### config.mk
export PLATFORM = sky130hd
export DESIGN_NAME = lcd_frame_timer
export DESIGN_NICKNAME = d
export VERILOG_FILES = /design/src/rtl/lcd_ft_pkg.sv /design/src/rtl/lcd_ft_divider.sv /design/src/rtl/lcd_ft_column.sv /design/src/rtl/lcd_ft_busy.sv /design/src/rtl/lcd_frame_timer.sv
export SDC_FILE = /design/constraint.sdc
export NUM_CORES = 1
export LEC_CHECK = 0
export BUFFER_PORTS_ARGS = -buffer_cell sky130_fd_sc_hd__buf_2
export CAP_MARGIN = 20
export CORE_ASPECT_RATIO = 0.7
export CORE_MARGIN = 2
export CORE_UTILIZATION = 45
export CTS_CLUSTER_SIZE = 28
export DETAILED_ROUTE_END_ITERATION = 6
export PLACE_DENSITY = 0.68
export SLEW_MARGIN = 20
export SYNTH_ARGS = -nofsm -noshare
export SYNTH_HDL_FRONTEND = slang
export SYNTH_SLANG_ARGS = --single-unit
export TNS_END_PERCENT = 50
### constraint.sdc
create_clock -name clk -period 3 [get_ports clk]
set_input_delay 0.75 -clock clk [delete_from_list [all_inputs] [get_ports clk]]
set_output_delay 0.75 -clock clk [all_outputs]
set_load 0.005 [all_outputs]
### src/rtl/lcd_ft_pkg.sv
package lcd_ft_pkg;

  // Frame length in input clocks for the selected mode.
  function automatic int unsigned frame_total(logic save, int unsigned norm_div,
                                              int unsigned save_div);
    return save ? save_div : norm_div;
  endfunction

  // Length of one phase: the frame split evenly over bp+1 phases.
  function automatic int unsigned phase_len(int unsigned total, logic [1:0] bp);
    case (bp)
      2'd0:    return total;
      2'd1:    return total / 2;
      2'd2:    return total / 3;
      default: return total / 4;
    endcase
  endfunction

endpackage

### src/rtl/lcd_ft_divider.sv
module lcd_ft_divider #(
  parameter int unsigned NORM_DIV = 2880,
  parameter int unsigned SAVE_DIV = 480,
  localparam int unsigned CNT_W = $clog2(NORM_DIV + 1)
) (
  input  logic       clk,
  input  logic       rst,
  input  logic       save_i,
  input  logic [1:0] bp_i,
  input  logic       master_i,
  input  logic       sync_i,
  output logic [1:0] phase_o,
  output logic [1:0] bp_cur_o,
  output logic [1:0] next_phase_o,
  output logic       div_zero_o,
  output logic       phase_adv_o,
  output logic       sync_o
);
  import lcd_ft_pkg::*;

  logic [CNT_W-1:0] div_q;
  logic [1:0]       phase_q;
  logic [1:0]       bp_q;
  logic             save_q;
  logic             sync_q;
  logic             restart_w;
  logic             phase_end_w;
  logic             last_phase_w;
  logic             frame_end_w;
  int unsigned      len_w;

  assign len_w        = phase_len(frame_total(save_q, NORM_DIV, SAVE_DIV), bp_q);
  assign restart_w    = ~master_i & sync_i;
  assign phase_end_w  = (32'(div_q) == len_w - 1);
  assign last_phase_w = (phase_q == bp_q);
  assign frame_end_w  = phase_end_w & last_phase_w;

  always_ff @(posedge clk) begin
    if (rst) begin
      div_q   <= '0;
      phase_q <= '0;
      bp_q    <= '0;
      save_q  <= 1'b0;
      sync_q  <= 1'b0;
    end else begin
      sync_q <= master_i & frame_end_w;
      if (restart_w) begin
        div_q   <= '0;
        phase_q <= '0;
        bp_q    <= bp_i;
        save_q  <= save_i;
      end else if (phase_end_w) begin
        div_q <= '0;
        if (last_phase_w) begin
          phase_q <= '0;
          bp_q    <= bp_i;
          save_q  <= save_i;
        end else begin
          phase_q <= phase_q + 2'd1;
        end
      end else begin
        div_q <= div_q + 1'b1;
      end
    end
  end

  assign phase_o      = phase_q;
  assign bp_cur_o     = bp_q;
  assign next_phase_o = last_phase_w ? 2'd0 : phase_q + 2'd1;
  assign div_zero_o   = (div_q == '0);
  assign phase_adv_o  = phase_end_w & ~restart_w;
  assign sync_o       = sync_q;
endmodule

### src/rtl/lcd_ft_column.sv
module lcd_ft_column #(
  parameter int unsigned SEG_W = 8
) (
  input  logic             clk,
  input  logic             rst,
  input  logic             fetch_i,
  input  logic [1:0]       next_phase_i,
  input  logic             adv_i,
  input  logic [SEG_W-1:0] ram_data_i,
  output logic             ram_rd_o,
  output logic [1:0]       ram_addr_o,
  output logic [SEG_W-1:0] seg_o
);
  logic             rd_q;
  logic [SEG_W-1:0] stage_q;
  logic [SEG_W-1:0] latch_q;

  assign ram_rd_o   = fetch_i & ~rst;
  assign ram_addr_o = next_phase_i;

  always_ff @(posedge clk) begin
    if (rst) begin
      rd_q    <= 1'b0;
      stage_q <= '0;
      latch_q <= '0;
    end else begin
      rd_q <= ram_rd_o;
      if (rd_q) stage_q <= ram_data_i;
      if (adv_i) latch_q <= stage_q;
    end
  end

  assign seg_o = latch_q;
endmodule

### src/rtl/lcd_ft_busy.sv
module lcd_ft_busy (
  input  logic clk,
  input  logic rst,
  input  logic valid_i,
  input  logic done_i,
  output logic busy_o
);
  logic pend_q;
  logic accept_w;

  assign accept_w = valid_i & ~pend_q;

  always_ff @(posedge clk) begin
    if (rst) pend_q <= 1'b0;
    else     pend_q <= accept_w | (pend_q & ~done_i);
  end

  assign busy_o = valid_i & pend_q;
endmodule

### src/rtl/lcd_frame_timer.sv
module lcd_frame_timer #(
  parameter int unsigned SEG_W    = 8,
  parameter int unsigned NORM_DIV = 2880,
  parameter int unsigned SAVE_DIV = 480
) (
  input  logic             clk,
  input  logic             rst,
  input  logic             save_mode_i,
  input  logic [1:0]       bp_sel_i,
  input  logic             master_i,
  input  logic             sync_i,
  output logic             sync_o,
  output logic             ram_rd_o,
  output logic [1:0]       ram_addr_o,
  input  logic [SEG_W-1:0] ram_data_i,
  output logic [SEG_W-1:0] seg_o,
  output logic [1:0]       phase_o,
  input  logic             byte_valid_i,
  input  logic             store_done_i,
  output logic             busy_o
);
  logic [1:0] bp_cur_w;
  logic [1:0] next_phase_w;
  logic       div_zero_w;
  logic       phase_adv_w;

  lcd_ft_divider #(.NORM_DIV(NORM_DIV), .SAVE_DIV(SAVE_DIV)) u_div (
    .clk(clk), .rst(rst), .save_i(save_mode_i), .bp_i(bp_sel_i),
    .master_i(master_i), .sync_i(sync_i), .phase_o(phase_o),
    .bp_cur_o(bp_cur_w), .next_phase_o(next_phase_w),
    .div_zero_o(div_zero_w), .phase_adv_o(phase_adv_w), .sync_o(sync_o)
  );

  lcd_ft_column #(.SEG_W(SEG_W)) u_col (
    .clk(clk), .rst(rst), .fetch_i(div_zero_w), .next_phase_i(next_phase_w),
    .adv_i(phase_adv_w), .ram_data_i(ram_data_i), .ram_rd_o(ram_rd_o),
    .ram_addr_o(ram_addr_o), .seg_o(seg_o)
  );

  lcd_ft_busy u_busy (
    .clk(clk), .rst(rst), .valid_i(byte_valid_i), .done_i(store_done_i),
    .busy_o(busy_o)
  );
endmodule

[Word-level counts from Yosys, hierarchy flattened]
Index checks and enable logic that the tools add are counted.
Word-level totals
  logic and storage cells: 47
  input bits: 17
  register bits after elaboration: 36
Cells by class
  bitwise logic cells: 14
  reductions and logical operators: 7
  add/subtract/negate cells: 3
  div/mod/pow operators: 1
  mux-type cells: 9
  equal/unequal tests: 4
Operators by type and width (count)
  $pmux W32 S3: 1
  $div A32 B2 Y32 const B: 1
  $eq A12 B32 Y1: 1
  $sub A32 B1 Y32 const B: 1
  $add A12 B1 Y12 const B: 1
  $logic_not A12 Y1: 1
  $mux W12: 1
  $and A1 B1 Y1: 8
  $mux W2: 4
  $not A1 Y1: 5
  $reduce_bool A2 Y1: 2
  $mux W1: 3
  $reduce_or A3 Y1: 1
  $add A2 B1 Y2 const B: 1
  $eq A2 B1 Y1 const B: 1
  $eq A2 B2 Y1: 1
  $eq A2 B2 Y1 const B: 1
  $logic_not A2 Y1: 1
  $reduce_and A2 Y1: 1
  $reduce_or A2 Y1: 1
  $or A1 B1 Y1: 1

[Logic depth before layout (Yosys ltp)]
  depth after elaboration: 7
  depth in mapped cells: 16
  gate-level depth less buffers: 13

[By module]
A second synthesis with hierarchy kept.
Second synthesis, totals
  cells, all modules: 236
  area total of the unflattened synthesis: 2119.5 um2
By module, submodules not included
  lcd_ft_divider: times used 1, cells an instance 174, seq. area each 360.3 um2, area an instance 1433.9 um2
  lcd_ft_column: times used 1, cells an instance 57, seq. area each 340.3 um2, area an instance 629.4 um2
  lcd_ft_busy: times used 1, cells an instance 5, seq. area each 20.0 um2, area an instance 56.3 um2

[Worst setup path after synthesis]
No wires, ideal clock.
  path type: flip-flop to flip-flop
  from: reg u_div.bp_q[0] (netlist: u_div.bp_cur_o[0])
  to: reg u_div.bp_q[0] (netlist: u_div.bp_cur_o[0])
  clock period less this slack: 3.174 ns
  path slack: -0.174 ns
  required time: 2.928 ns
  arrival: 3.102 ns
  stages on the path, launching flop included: 15
  cells stage by stage: dfxtp_1 buf_2 inv_1 ha_1 and4bb_2 nand2_1 nor2_1 ha_1 xnor2_1 nor3_1 o2111ai_1 a2111oi_4 nand3_4 o21ai_4 mux2i_1
On the way
  longest elaborated chain between the ends: 6
RTL lines
  start, declared: RTL line lcd_ft_divider.sv:23  | logic [1:0] bp_q;
  start signal, assigned: RTL line lcd_ft_divider.sv:50  | bp_q <= bp_i;
  start signal, assigned: RTL line lcd_ft_divider.sv:56  | bp_q <= bp_i;
  $eq A2 B2 Y1, or another cell as far along: RTL line lcd_ft_pkg.sv:11  | case (bp)
  $pmux W32 S3: RTL line lcd_ft_pkg.sv:11
  $sub A32 B1 Y32: RTL line lcd_ft_divider.sv:34  | assign phase_end_w = (32'(div_q) == len_w - 1);
  $eq A12 B32 Y1: RTL line lcd_ft_divider.sv:34
  $reduce_bool A2 Y1 (no line)
  $reduce_and A2 Y1 (no line) (*)
Mark *: on every way between the ends. The rest lies on a longest branch, timed or not.
A chain may end at the register's enable or synchronous reset.

[Final worst setup path]
  from: reg u_div.bp_q[1] (netlist: u_div.bp_cur_o[1])
  to: reg u_col.latch_q[2] (netlist: u_col.seg_o[2])
On the way
  longest elaborated chain between the ends: 5
RTL lines
  $eq A2 B2 Y1, or another cell as far along: RTL line lcd_ft_pkg.sv:11
  $pmux W32 S3 (*): RTL line lcd_ft_pkg.sv:11
  $sub A32 B1 Y32 (*): RTL line lcd_ft_divider.sv:34
  $eq A12 B32 Y1 (*): RTL line lcd_ft_divider.sv:34
  $and A1 B1 Y1 (*): RTL line lcd_ft_divider.sv:71  | assign phase_adv_o = phase_end_w & ~restart_w;
  end signal, assigned: RTL line lcd_ft_column.sv:29  | if (adv_i) latch_q <= stage_q;
  end, declared: RTL line lcd_ft_column.sv:16  | logic [SEG_W-1:0] latch_q;
Marks and branches as above.

==> key figures <==
Floorplan
  • Die Height: 60.71 um
  • Die width: ~85 um
  • Cell Rows: 20
  • Die area: 5160 sq um
  • Num ports: 32
  • CORE AREA: 4379 sq um
  • Initial Utilization: 0.4720

GRT
  • Number of global-route vias before repair: 1546
  • First-pass GRT wire length: approximately 7400 um
  • Largest net degree at the start of global routing: 28
  • Gr ovfl total: 0
  • Initial antenna violation count: 0
  • Tot GR Track Use: 0.1834

STA
  • Slew margin rel.: 0.6101
  • Tmin final: approximately 2.9 ns
  • Clock Skew: around 0.0020 ns
  • Final Hold Viols: 0
  • Period utilization: 0.9781
  • Hold Slack: 0.4706 ns
  • F_max: about 0.34 GHz
  • Slew Viols, Final: 0
  • Final-report setup violation count: 0
  • Worst-Margin Slew: 0.5701 ns

Worst setup path
  • Startpoint Class: register
  • WP data required: about 3.2 ns
  • Worst Setup End Kind: register
  • Arrival time worst endpoint: ~3.1 ns
  • Critical setup path kind: register to register
  • CP max FO: 8
  • R2r setup slk: 0.07 ns

Logic synthesis
  • Total nets after synthesis: about 260
  • FF+latch count, synth: 36
  • Post-synth top area cell: dfxtp_1
  • Post-Syn Area: slightly above 2000 sq um
  • Area fraction of the dominant cell type after synthesis: 0.3487
  • Synth area leaders: dfxtp_1 35%, mux2i_1 11%, nor2_1 7.6%, ha_1 5.4%, xor2_1 4.2%
  • Avg Synthesized Cell Area: between 8 and 9 sq um
  • Synth cell count leaders: 42 x nor2_1, 36 x dfxtp_1, 23 x mux2i_1, 14 x nand2_1, 10 x xor2_1
  • Post-synthesis cell type count: 48
  • Sequential fraction of the synthesis area: 0.3487
  • Top-count cell post-synth: nor2_1
  • Prevailing post-synth register cell: dfxtp_1
  • Post-Synthesis Cells: about 230
  • EDFF count, synth: 0
  • Asr flop ratio synth: 0
  • Yosys Warn Count: 0

Routing
  • Initial DRC count: between 90 and 100
  • Number of routed nets with antenna violations: 0
  • First-pass DRT Iterations: 4
  • WL per Instance: roughly 14 um
  • Vias/cell: ~5.3
  • WL final: about 4500 um
  • Routed vias: 1744
  • DR DRC count: 0

Clock network
  • CTS Buf Count: 5
  • Max Root-Sink Buffers: 2
  • Clock Latency Late Sink: ~0.28 ns
  • Clock-pin slew on the worst setup and hold paths: ~0.070 ns
  • Clk sinks: 36
  • CTS tree: yes
  • CTS H-tree depth: 2
  • Root buffer cell: clkbuf_8

Layout
  • Share of cells above drive strength 1: 0.3043
  • Ant diodes: 0
  • Area Growth Syn to Fin: 24.70%
  • Design Area, Final: between 2000 and 3000 sq um
  • Nets@finish: between 300 and 400
  • Final core utilization: 0.5886

Power and ir drop
  • P_leak: between 1 and 1.5 nW
  • Total design power: approximately 0.0011 W
  • PD cells: 419.5 nW/um^2
  • Max VDD drop: about 320 uV

Hold path
  • Hold Crit Class: register to register

Placement
  • Number of port buffers: 31
  • GPL Wtd Cong: 0.9223
  • Placed Area: 2326 sq um
  • Hpwl dp: approximately 3200 um

Outcome
  • Status: complete, no violations

Flow run
  • Max cap viols: 0
cell type report:
cell class / instances / area [sq um]
clock inverter: 3 / 42.54
clock buffer: 5 / 68.82
tap: 55 / 68.82
multi-input combinational: 176 / 1335
inverter: 6 / 25.02
sequential: 36 / 728.2
fill: 378 / 1802
timing repair buffer: 50 / 309.0
registers in the layout, indices dropped and copies added (netlist names):
| name | flops |
|---|---|
| u_div.div_q | 12 |
| u_col.seg_o | 8 |
| u_col.stage_q | 8 |
| u_div.bp_cur_o | 2 |
| u_div.phase_o | 2 |
| u_busy.pend_q | 1 |
| u_col.rd_q | 1 |
| u_div.save_q | 1 |
| u_div.sync_o | 1 |
power by group:
| part | internal, W | switching, W |
|---|---|---|
| logic | 0.0000777 | 0.0000795 |
| registers | 0.000492 | 0.0000144 |
| clock network | 0.000246 | 0.000172 |
| total | 0.000815 | 0.000266 |
cell usage in the layout (no fill, tap or decap), types with 3 or more instances in the layout:
| cell | count |
|---|---|
| a2111oi_0 | 3 |
| a21oi_1 | 5 |
| and3_1 | 3 |
| buf_2 | 31 |
| buf_4 | 16 |
| buf_6 | 3 |
| clkbuf_8 | 5 |
| dfxtp_1 | 34 |
| ha_1 | 5 |
| ha_4 | 4 |
| inv_1 | 4 |
| mux2i_1 | 23 |
| nand2_1 | 13 |
| nand2b_1 | 9 |
| nand3_1 | 3 |
| nor2_1 | 41 |
| nor3_1 | 4 |
| nor4_1 | 3 |
| o21ai_0 | 4 |
| xnor2_1 | 6 |
| xor2_1 | 10 |
path summary, 6_finish.rpt:
kind	start	endpoint	cells past startpoint
max	u_div.bp_cur_o[1]	u_col.seg_o[2]	14
min	u_div.div_q[0]	u_div.div_q[0]	1
max reg2reg	u_div.bp_cur_o[1]	u_col.seg_o[2]	14
min reg2reg	u_div.div_q[0]	u_div.div_q[0]	1
cell families (layout without fill, tap and decap cells):
group	after synthesis	after routing	share of synthesized area
XOR/XNOR	17	17	0.07203
adder cells (fa/ha/maj)	9	9	0.05448
AO/OA/AOI/OAI	28	28	0.1108
AND/OR/NAND/NOR	99	99	0.2554
multiplexers	23	23	0.1114
flip-flops	36	36	0.3487
buffers and inverters	21	64	0.04721
through the flow:
step / setup WS (ns) / std cells / TNS (ns)
6_report: 0.06575 / 331 / 0
5_1_grt: -0.03867 / 331 / -0.3095
4_1_cts: 0.00001577 / 330 / 0
3_5_place_dp: -0.07867 / 317 / -1.061
3_3_place_gp: 0.02199 / 317 / 0
2_1_floorplan: 0.03001 / 233 / 0
worst max-delay path, stage by stage (launching register included):
cell and delay (ns):
dfxtp_4 0.36, buf_4 0.15, ha_4 0.18, and4bb_2 0.31, nand2_2 0.09, nor2_4 0.10
ha_4 0.21, xnor2_2 0.13, nor3_2 0.18, o2111ai_2 0.14, a2111oi_4 0.28, buf_4 0.19
nand4_4 0.23, mux2i_1 0.23, nor2_1 0.06
routing by layer:
layer | part of all wire | routed length (um) | vias up | track usage
li1 | - | - | 886 | -
met1 | 0.52 | 2327 | 811 | 0.2716
met2 | 0.41 | 1851 | 40 | 0.2623
met3 | 0.057 | 255 | 7 | 0.05170
met4 | 0.010 | 46 | 0 | 0.04762
met5 | 0 | 0 | - | 0
timing repair:
action / in CTS / in global routing
buffers inserted: 5 / 1
pin swaps: 10 / 6
hold buffers: 0 / 0
endpoints found under the setup margin: 23 / 23
resized for setup: 14 / 9
(Power assumes the default switching activity.)
